`config.mk`:
```
export PLATFORM = sky130hd
export DESIGN_NAME = spi_reg_if
export DESIGN_NICKNAME = d
export VERILOG_FILES = /design/src/rtl/spi_reg_pkg.sv /design/src/rtl/spi_in_sync.sv /design/src/rtl/spi_frame.sv /design/src/rtl/spi_reg_file.sv /design/src/rtl/spi_reg_if.sv
export SDC_FILE = /design/constraint.sdc
export NUM_CORES = 1
export LEC_CHECK = 0
export BUFFER_PORTS_ARGS = -buffer_cell sky130_fd_sc_hd__buf_2
export CAP_MARGIN = 15
export CORE_MARGIN = 2
export CORE_UTILIZATION = 40
export CTS_CLUSTER_SIZE = 30
export DETAILED_ROUTE_END_ITERATION = 8
export GPL_TIMING_DRIVEN = 0
export PLACE_DENSITY = 0.72
export SKIP_CTS_REPAIR_TIMING = 1
export SYNTH_ARGS = -nofsm -noshare
export SYNTH_HDL_FRONTEND = slang
export SYNTH_SLANG_ARGS = --single-unit
```
`constraint.sdc`:
```
create_clock -name clk_i -period 2.9 [get_ports clk_i]
set_input_delay 0.145 -clock clk_i [delete_from_list [all_inputs] [get_ports clk_i]]
set_output_delay 0.145 -clock clk_i [all_outputs]
set_load 0.005 [all_outputs]
```
`src/rtl/spi_reg_pkg.sv`:
```
package spi_reg_pkg;
  localparam int ADDR_W  = 7;
  localparam int DATA_W  = 8;
  localparam int HDR_W   = 1 + ADDR_W;
  localparam int FRAME_W = HDR_W + DATA_W;
  localparam int CNT_W   = $clog2(FRAME_W + 1);
  localparam int BIT_W   = $clog2(DATA_W);
  localparam int SR_W    = (HDR_W > DATA_W) ? HDR_W : DATA_W;
  localparam int NREG    = 14;
  localparam int STATUS_IDX = 7;
  localparam int NFLAG   = 2;

  localparam logic [ADDR_W-1:0] REG_ADDR [NREG] = '{
    7'h00, 7'h01, 7'h02, 7'h03, 7'h04, 7'h05, 7'h06,
    7'h07, 7'h08, 7'h09, 7'h0A, 7'h0C, 7'h10, 7'h11};

  localparam logic [DATA_W-1:0] REG_RST [NREG] = '{
    8'h00, 8'h05, 8'h05, 8'h08, 8'h08, 8'h00, 8'h00,
    8'h22, 8'h09, 8'h00, 8'h00, 8'h00, 8'h00, 8'h0F};

  // sticky flag bit positions inside the status register
  localparam int FLAG_POS [NFLAG] = '{3, 7};

  localparam logic [DATA_W-1:0] MISS_DATA = '1;

  function automatic logic [NREG-1:0] addr_decode(input logic [ADDR_W-1:0] a);
    logic [NREG-1:0] hit;
    for (int i = 0; i < NREG; i++) hit[i] = (a == REG_ADDR[i]);
    return hit;
  endfunction
endpackage

```
`src/rtl/spi_in_sync.sv`:
```
module spi_in_sync #(
  parameter int               STAGES  = 2,
  parameter int               WIDTH   = 1,
  parameter logic [WIDTH-1:0] RST_VAL = '0
) (
  input  logic             clk_i,
  input  logic             rst_ni,
  input  logic [WIDTH-1:0] d_i,
  output logic [WIDTH-1:0] q_o
);
  logic [WIDTH-1:0] stage_q [STAGES];

  always_ff @(posedge clk_i or negedge rst_ni) begin
    if (!rst_ni) begin
      for (int s = 0; s < STAGES; s++) stage_q[s] <= RST_VAL;
    end else begin
      stage_q[0] <= d_i;
      for (int s = 1; s < STAGES; s++) stage_q[s] <= stage_q[s-1];
    end
  end

  assign q_o = stage_q[STAGES-1];
endmodule

```
`src/rtl/spi_frame.sv`:
```
module spi_frame
  import spi_reg_pkg::*;
(
  input  logic              clk_i,
  input  logic              rst_ni,
  input  logic              csn_s_i,
  input  logic              sclk_s_i,
  input  logic              mosi_s_i,
  input  logic [DATA_W-1:0] rd_data_i,
  output logic [ADDR_W-1:0] rd_addr_o,
  output logic              wr_en_o,
  output logic [ADDR_W-1:0] wr_addr_o,
  output logic [DATA_W-1:0] wr_data_o,
  output logic              miso_o,
  output logic              miso_oe_o
);
  localparam logic [CNT_W-1:0] CNT_FULL = CNT_W'(FRAME_W);
  localparam logic [CNT_W-1:0] CNT_HDR  = CNT_W'(HDR_W);
  localparam logic [CNT_W-1:0] CNT_LAST = CNT_W'(FRAME_W - 1);

  logic              sclk_d, csn_d;
  logic [CNT_W-1:0]  cnt_q;
  logic [SR_W-1:0]   sr_q;
  logic              dir_q;
  logic [ADDR_W-1:0] addr_q;
  logic [DATA_W-1:0] hold_q;
  logic              miso_q, oe_q, wr_en_q;

  logic              active, sclk_fall, sclk_rise, cs_rise;
  logic [HDR_W-1:0]  hdr_next;
  logic [CNT_W-1:0]  sel;

  assign active    = ~csn_s_i;
  assign sclk_fall = active & sclk_d & ~sclk_s_i;
  assign sclk_rise = active & ~sclk_d & sclk_s_i;
  assign cs_rise   = ~csn_d & csn_s_i;
  assign hdr_next  = {sr_q[HDR_W-2:0], mosi_s_i};
  assign sel       = CNT_LAST - cnt_q;

  always_ff @(posedge clk_i or negedge rst_ni) begin
    if (!rst_ni) begin
      sclk_d  <= 1'b1;
      csn_d   <= 1'b1;
      cnt_q   <= '0;
      sr_q    <= '0;
      dir_q   <= 1'b0;
      addr_q  <= '0;
      hold_q  <= '0;
      miso_q  <= 1'b0;
      oe_q    <= 1'b0;
      wr_en_q <= 1'b0;
    end else begin
      sclk_d  <= sclk_s_i;
      csn_d   <= csn_s_i;
      oe_q    <= active;
      wr_en_q <= cs_rise && (cnt_q == CNT_FULL) && !dir_q;
      if (csn_s_i) begin
        cnt_q <= '0;
      end else if (sclk_fall && cnt_q < CNT_FULL) begin
        sr_q  <= {sr_q[SR_W-2:0], mosi_s_i};
        cnt_q <= cnt_q + 1'b1;
        if (cnt_q == CNT_HDR - 1'b1) begin
          dir_q  <= hdr_next[HDR_W-1];
          addr_q <= hdr_next[ADDR_W-1:0];
        end
      end
      // read data launched on rising edges during the data slots
      if (sclk_rise && dir_q && cnt_q >= CNT_HDR && cnt_q < CNT_FULL) begin
        if (cnt_q == CNT_HDR) begin
          hold_q <= rd_data_i;
          miso_q <= rd_data_i[DATA_W-1];
        end else begin
          miso_q <= hold_q[sel[BIT_W-1:0]];
        end
      end
    end
  end

  assign rd_addr_o = addr_q;
  assign wr_en_o   = wr_en_q;
  assign wr_addr_o = addr_q;
  assign wr_data_o = sr_q[DATA_W-1:0];
  assign miso_o    = miso_q;
  assign miso_oe_o = oe_q;

  p_cnt_cap_r6: assert property (@(posedge clk_i) disable iff (!rst_ni)
    cnt_q <= CNT_FULL);
  p_idle_clear_r5: assert property (@(posedge clk_i) disable iff (!rst_ni)
    csn_s_i |=> (cnt_q == '0));
  p_oe_idle_r4: assert property (@(posedge clk_i) disable iff (!rst_ni)
    csn_s_i |=> !oe_q);
  p_wr_after_abort_r5: assert property (@(posedge clk_i) disable iff (!rst_ni)
    wr_en_q |-> (cnt_q == '0));
  p_miso_launch_r3: assert property (@(posedge clk_i) disable iff (!rst_ni)
    !sclk_rise |=> $stable(miso_q));
endmodule

```
`src/rtl/spi_reg_file.sv`:
```
module spi_reg_file
  import spi_reg_pkg::*;
(
  input  logic                   clk_i,
  input  logic                   rst_ni,
  input  logic                   wr_en_i,
  input  logic [ADDR_W-1:0]      wr_addr_i,
  input  logic [DATA_W-1:0]      wr_data_i,
  input  logic [ADDR_W-1:0]      rd_addr_i,
  input  logic [NFLAG-1:0]       flag_set_i,
  output logic [DATA_W-1:0]      rd_data_o,
  output logic [NREG*DATA_W-1:0] regs_o
);
  logic [NREG-1:0] wr_hit, rd_hit;
  logic [DATA_W-1:0] reg_val [NREG];

  assign wr_hit = addr_decode(wr_addr_i);
  assign rd_hit = addr_decode(rd_addr_i);

  for (genvar i = 0; i < NREG; i++) begin : g_reg
    logic [DATA_W-1:0] q;
    logic [DATA_W-1:0] set_mask;
    if (i == STATUS_IDX) begin : g_sticky
      always_comb begin
        set_mask = '0;
        for (int f = 0; f < NFLAG; f++) set_mask[FLAG_POS[f]] = flag_set_i[f];
      end
    end else begin : g_plain
      assign set_mask = '0;
    end
    // hardware set wins over a same-cycle write
    always_ff @(posedge clk_i or negedge rst_ni) begin
      if (!rst_ni)                  q <= REG_RST[i];
      else if (wr_en_i && wr_hit[i]) q <= wr_data_i | set_mask;
      else                          q <= q | set_mask;
    end
    assign reg_val[i] = q;
    assign regs_o[i*DATA_W +: DATA_W] = q;
  end

  always_comb begin
    rd_data_o = MISS_DATA;
    for (int i = 0; i < NREG; i++) if (rd_hit[i]) rd_data_o = reg_val[i];
  end

  for (genvar f = 0; f < NFLAG; f++) begin : g_flag_chk
    p_flag_set_r8: assert property (@(posedge clk_i) disable iff (!rst_ni)
      flag_set_i[f] |=> reg_val[STATUS_IDX][FLAG_POS[f]]);
    p_flag_hold_r8: assert property (@(posedge clk_i) disable iff (!rst_ni)
      (reg_val[STATUS_IDX][FLAG_POS[f]] && !(wr_en_i && wr_hit[STATUS_IDX]))
      |=> reg_val[STATUS_IDX][FLAG_POS[f]]);
  end
endmodule

```
`src/rtl/spi_reg_if.sv`:
```
module spi_reg_if
  import spi_reg_pkg::*;
#(
  parameter int SYNC_STAGES = 2
) (
  input  logic                   clk_i,
  input  logic                   rst_ni,
  input  logic                   spi_csn_i,
  input  logic                   spi_sclk_i,
  input  logic                   spi_mosi_i,
  output logic                   spi_miso_o,
  output logic                   spi_miso_oe_o,
  input  logic [NFLAG-1:0]       short_flag_i,
  output logic [NREG*DATA_W-1:0] regs_o
);
  logic              csn_s, sclk_s, mosi_s;
  logic [DATA_W-1:0] rd_data;
  logic [ADDR_W-1:0] rd_addr, wr_addr;
  logic              wr_en;
  logic [DATA_W-1:0] wr_data;

  spi_in_sync #(
    .STAGES (SYNC_STAGES),
    .WIDTH  (3),
    .RST_VAL(3'b110)
  ) i_sync (
    .clk_i (clk_i),
    .rst_ni(rst_ni),
    .d_i   ({spi_csn_i, spi_sclk_i, spi_mosi_i}),
    .q_o   ({csn_s, sclk_s, mosi_s})
  );

  spi_frame i_frame (
    .clk_i    (clk_i),
    .rst_ni   (rst_ni),
    .csn_s_i  (csn_s),
    .sclk_s_i (sclk_s),
    .mosi_s_i (mosi_s),
    .rd_data_i(rd_data),
    .rd_addr_o(rd_addr),
    .wr_en_o  (wr_en),
    .wr_addr_o(wr_addr),
    .wr_data_o(wr_data),
    .miso_o   (spi_miso_o),
    .miso_oe_o(spi_miso_oe_o)
  );

  spi_reg_file i_regs (
    .clk_i     (clk_i),
    .rst_ni    (rst_ni),
    .wr_en_i   (wr_en),
    .wr_addr_i (wr_addr),
    .wr_data_i (wr_data),
    .rd_addr_i (rd_addr),
    .flag_set_i(short_flag_i),
    .rd_data_o (rd_data),
    .regs_o    (regs_o)
  );

  p_no_write_busy_r5: assert property (@(posedge clk_i) disable iff (!rst_ni)
    wr_en |-> csn_s);
endmodule

```
==> flow_summary.ini <==
[hold_path]
holdPathEnd = i_sync.stage_q[3]
hold_depth = 2
hold_path.class = in -> reg
worstHoldStart = spi_mosi_i

[placed_design]
dp_cells = 901
dpl_worst_slack_ps = 624
hpwl_um = 15200
placed_cell_area_mm2 = 0.00803
port_buffers = 120
routabilityCongestion = 0.952

[finish]
area_growth_pct = 21.9
design_area_mm2 = 0.00867
final_nets = 710
diodes = 0
drive_gt1_share_pct = 48.7
layout.cells.non_filler = 939
postLayoutCoreUtil_pct = 50.0
fillers = 1521

[clock_tree]
numClockSinks = 152
clk_path_buf_depth = 2
cts_max_level = 4
clkTransAtPathRegs_ps = 70
tritoncts = done
numCtsBuffers = 17
clk_latency_ps = 450
cts-root-buf = clkbuf_16

[floorplan]
pin_count = 121
core_area_mm2 = 0.0174
die_h_um = 137
num_rows = 48
initial_core_util_pct = 41.0
dieArea_mm2 = 0.0189
die_w_um = 137

[route]
wl_per_cell_um = 22.8
drt_wl_total_um = 21400
drtPass1Iterations = 5
antenna_left = 0
via_per_inst = 5.68
drc = 0
vias = 5332
drt_iter0_drc = 465

[setup_path]
r2r-end = i_frame.miso_o
cpMaxStageDelayCell = o311ai_0
critPathMaxStageDelay_ps = 820
reg2regPathDepth = 6
required_ps = 3260
crit_type = reg -> reg
endpoint_kind = flip-flop
worstPathCellList = buf_2 > clkbuf_1 > nor2_1 > o311ai_0 > nand4b_1 > a21oi_1
reg2reg_from = i_frame.rd_addr_o[2]
reg2reg_setup_slack_ps = 480
crit_path_max_fanout = 10
critPathArrivalTime_ps = 2780
startpoint_type = flip-flop

[power_and_ir_drop]
vdd_drop_max_mv = 0.436
internal-power_mw = 3.48
pwr-share-clk_pct = 45.1
switchingPower_mw = 1.35
comb_power_share_pct = 7.1
p_total_mw = 4.83
power_density_mw_per_mm2 = 557
seqPwrFrac_pct = 47.8
p_sw_share_pct = 27.9
p_leak_nw = 4.36

[grt]
first_global_vias = 5188
grt_max_degree = 90
grt_pass1_wl_um = 32100
grt_overflow_total = 0
antenna_found_initial = 0
track_usage_pct = 23.7

[timing]
setup_viol = 0
timing.final.ws_setup_ps = 478
fin_skew_ps = 12.6
fin_crit_sh_pct = 83.5
fmax_mhz = 413
slew_headroom_pct = 36.8
worst_slew_pin_slew_ps = 936
fin_crit_ps = 2420
slew_violations = 0
setup_tns_ps = 0
whs_ps = 344
hold_viol_final = 0
rsz0062_at_grt = no

[synth]
async_flop_share_pct = 100
ys_seq_area_share_pct = 53.8
synth_flop_cell = dfrtp_1
yosysWarningCount = 0
netlist_area_mm2 = 0.00712
syn_area_per_cell_um2 = 12.8
synth-edff-count = 0
synthCells = 555
synth_nets = 564
synth.distinct_cells = 64
ys_seq_elements = 152

[run]
max_cap_viol_count = 0

[run_status]
status = finished clean
routing by layer:
metal | global-route usage (%) | up-vias | part of all wire (%)
met4 | 8.88 | 0 | 2.7
met2 | 35.8 | 212 | 46
met3 | 6.14 | 42 | 7.1
li1 | - | 2330 | -
met5 | 0 | - | 0
met1 | 33.0 | 2748 | 44
registers in the layout (all words and copies together), names as in the netlist:
signal and count:
i_regs.g.q 112, i_frame.hold_q 8, i_frame.wr_data_o 8, i_frame.rd_addr_o 7, i_frame.cnt_q 5, i_sync.q_o 3
i_sync.stage_q 3, i_frame.csn_d 1, i_frame.dir_q 1, i_frame.miso_o 1, i_frame.miso_oe_o 1, i_frame.sclk_d 1
i_frame.wr_en_o 1
cells in the mapped netlist (10+ instances only):
cell type,instances,share of area (%)
a21oi_1,10,0.70
buf_2,14,0.98
clkbuf_1,19,1.0
dfrtp_1,132,46
dfstp_2,20,7.4
inv_1,12,0.63
mux2_2,128,20
mux4_2,10,3.2
nand2_1,25,1.3
nor2_1,24,1.3
o21ai_0,15,1.1
o22ai_1,13,1.1
cells in the final DEF (no fill, tap or decap), types with 3 or more instances in the layout:
| cell | netlist | final |
|---|---|---|
| o31ai_1 | 4 | 4 |
| nand3b_1 | 4 | 4 |
| o211ai_1 | 4 | 4 |
| and3_1 | 9 | 9 |
| clkinvlp_4 | 0 | 3 |
| clkbuf_1 | 19 | 19 |
| a211o_1 | 3 | 3 |
| a21oi_1 | 10 | 10 |
| a211oi_1 | 4 | 4 |
| nand2_2 | 7 | 7 |
| inv_1 | 12 | 12 |
| o21ai_0 | 15 | 15 |
| inv_6 | 0 | 5 |
| o311ai_0 | 3 | 3 |
| nor2b_1 | 5 | 5 |
| nor3_1 | 4 | 4 |
| clkbuf_16 | 0 | 17 |
| o22ai_1 | 13 | 13 |
| nand4_1 | 5 | 5 |
| buf_2 | 14 | 133 |
| dfstp_2 | 20 | 20 |
| mux2_2 | 128 | 128 |
| nand3_2 | 3 | 3 |
| clkinv_4 | 0 | 5 |
| nor2_1 | 24 | 24 |
| a2bb2oi_1 | 4 | 4 |
| nand3_1 | 6 | 6 |
| mux4_2 | 10 | 10 |
| dfrtp_1 | 132 | 132 |
| mux2i_1 | 7 | 7 |
| nor3b_1 | 4 | 4 |
| o221ai_1 | 4 | 4 |
| dlygate4sd3_1 | 0 | 6 |
| nand2_1 | 25 | 25 |
| a221o_1 | 3 | 3 |
| nand2b_1 | 9 | 9 |
worst max-delay path: cells and delay by family (launching register included):
kind | cells | cell delay [ps]
compound gates | 2 | 1010
buf+inv | 2 | 680
simple gates | 2 | 250
flops | 1 | 390
worst max-delay path by stage:
stage                                  endpoint                  from  depth (start not counted)
after floorplan            i_regs.g_reg[3].q[0]  i_frame.rd_addr_o[5]                          6
after global placement    i_regs.g_reg[10].q[3]                rst_ni                          1
after detailed placement      i_frame.hold_q[4]  i_frame.rd_addr_o[0]                          7
after CTS                     i_frame.hold_q[4]  i_frame.rd_addr_o[0]                          7
after global routing             i_frame.miso_o  i_frame.rd_addr_o[2]                          6
final                            i_frame.miso_o  i_frame.rd_addr_o[2]                          6
cell families (layout without fill, tap and decap cells):
group / after synthesis / count (layout) / share of synthesized area, %
DFF: 152 / 152 / 53.8
muxes: 145 / 145 / 24.4
and+or+nand+nor: 120 / 120 / 9.78
AOI/OAI and AO/OA: 83 / 83 / 8.19
buffers and inverters: 50 / 209 / 3.11
xor gates and xnor gates: 3 / 3 / 0.369
adders and majority gates: 2 / 2 / 0.352
power groups by stage:
stage | clock network, mW | registers, mW | logic [mW]
floorplan | 0 | 2.27 | 0.158
global placement | 0 | 2.34 | 0.339
detailed placement | 0 | 2.34 | 0.344
CTS | 2.21 | 2.30 | 0.344
global route | 2.31 | 2.31 | 0.377
finish | 2.18 | 2.31 | 0.344
cell type report:
cell class / instances / area (um^2) / share of cell area (%)
Inverter: 12 / 45.0 / 0.519
Multi-Input combinational cell: 353 / 3070 / 35.4
Clock buffer: 18 / 439 / 5.06
Clock inverter: 14 / 140 / 1.62
Buffer: 38 / 176 / 2.03
Tap cell: 225 / 282 / 3.25
Timing Repair Buffer: 127 / 694 / 8.01
Sequential cell: 152 / 3830 / 44.1
No activity file was read; power rests on OpenSTA's default activity.
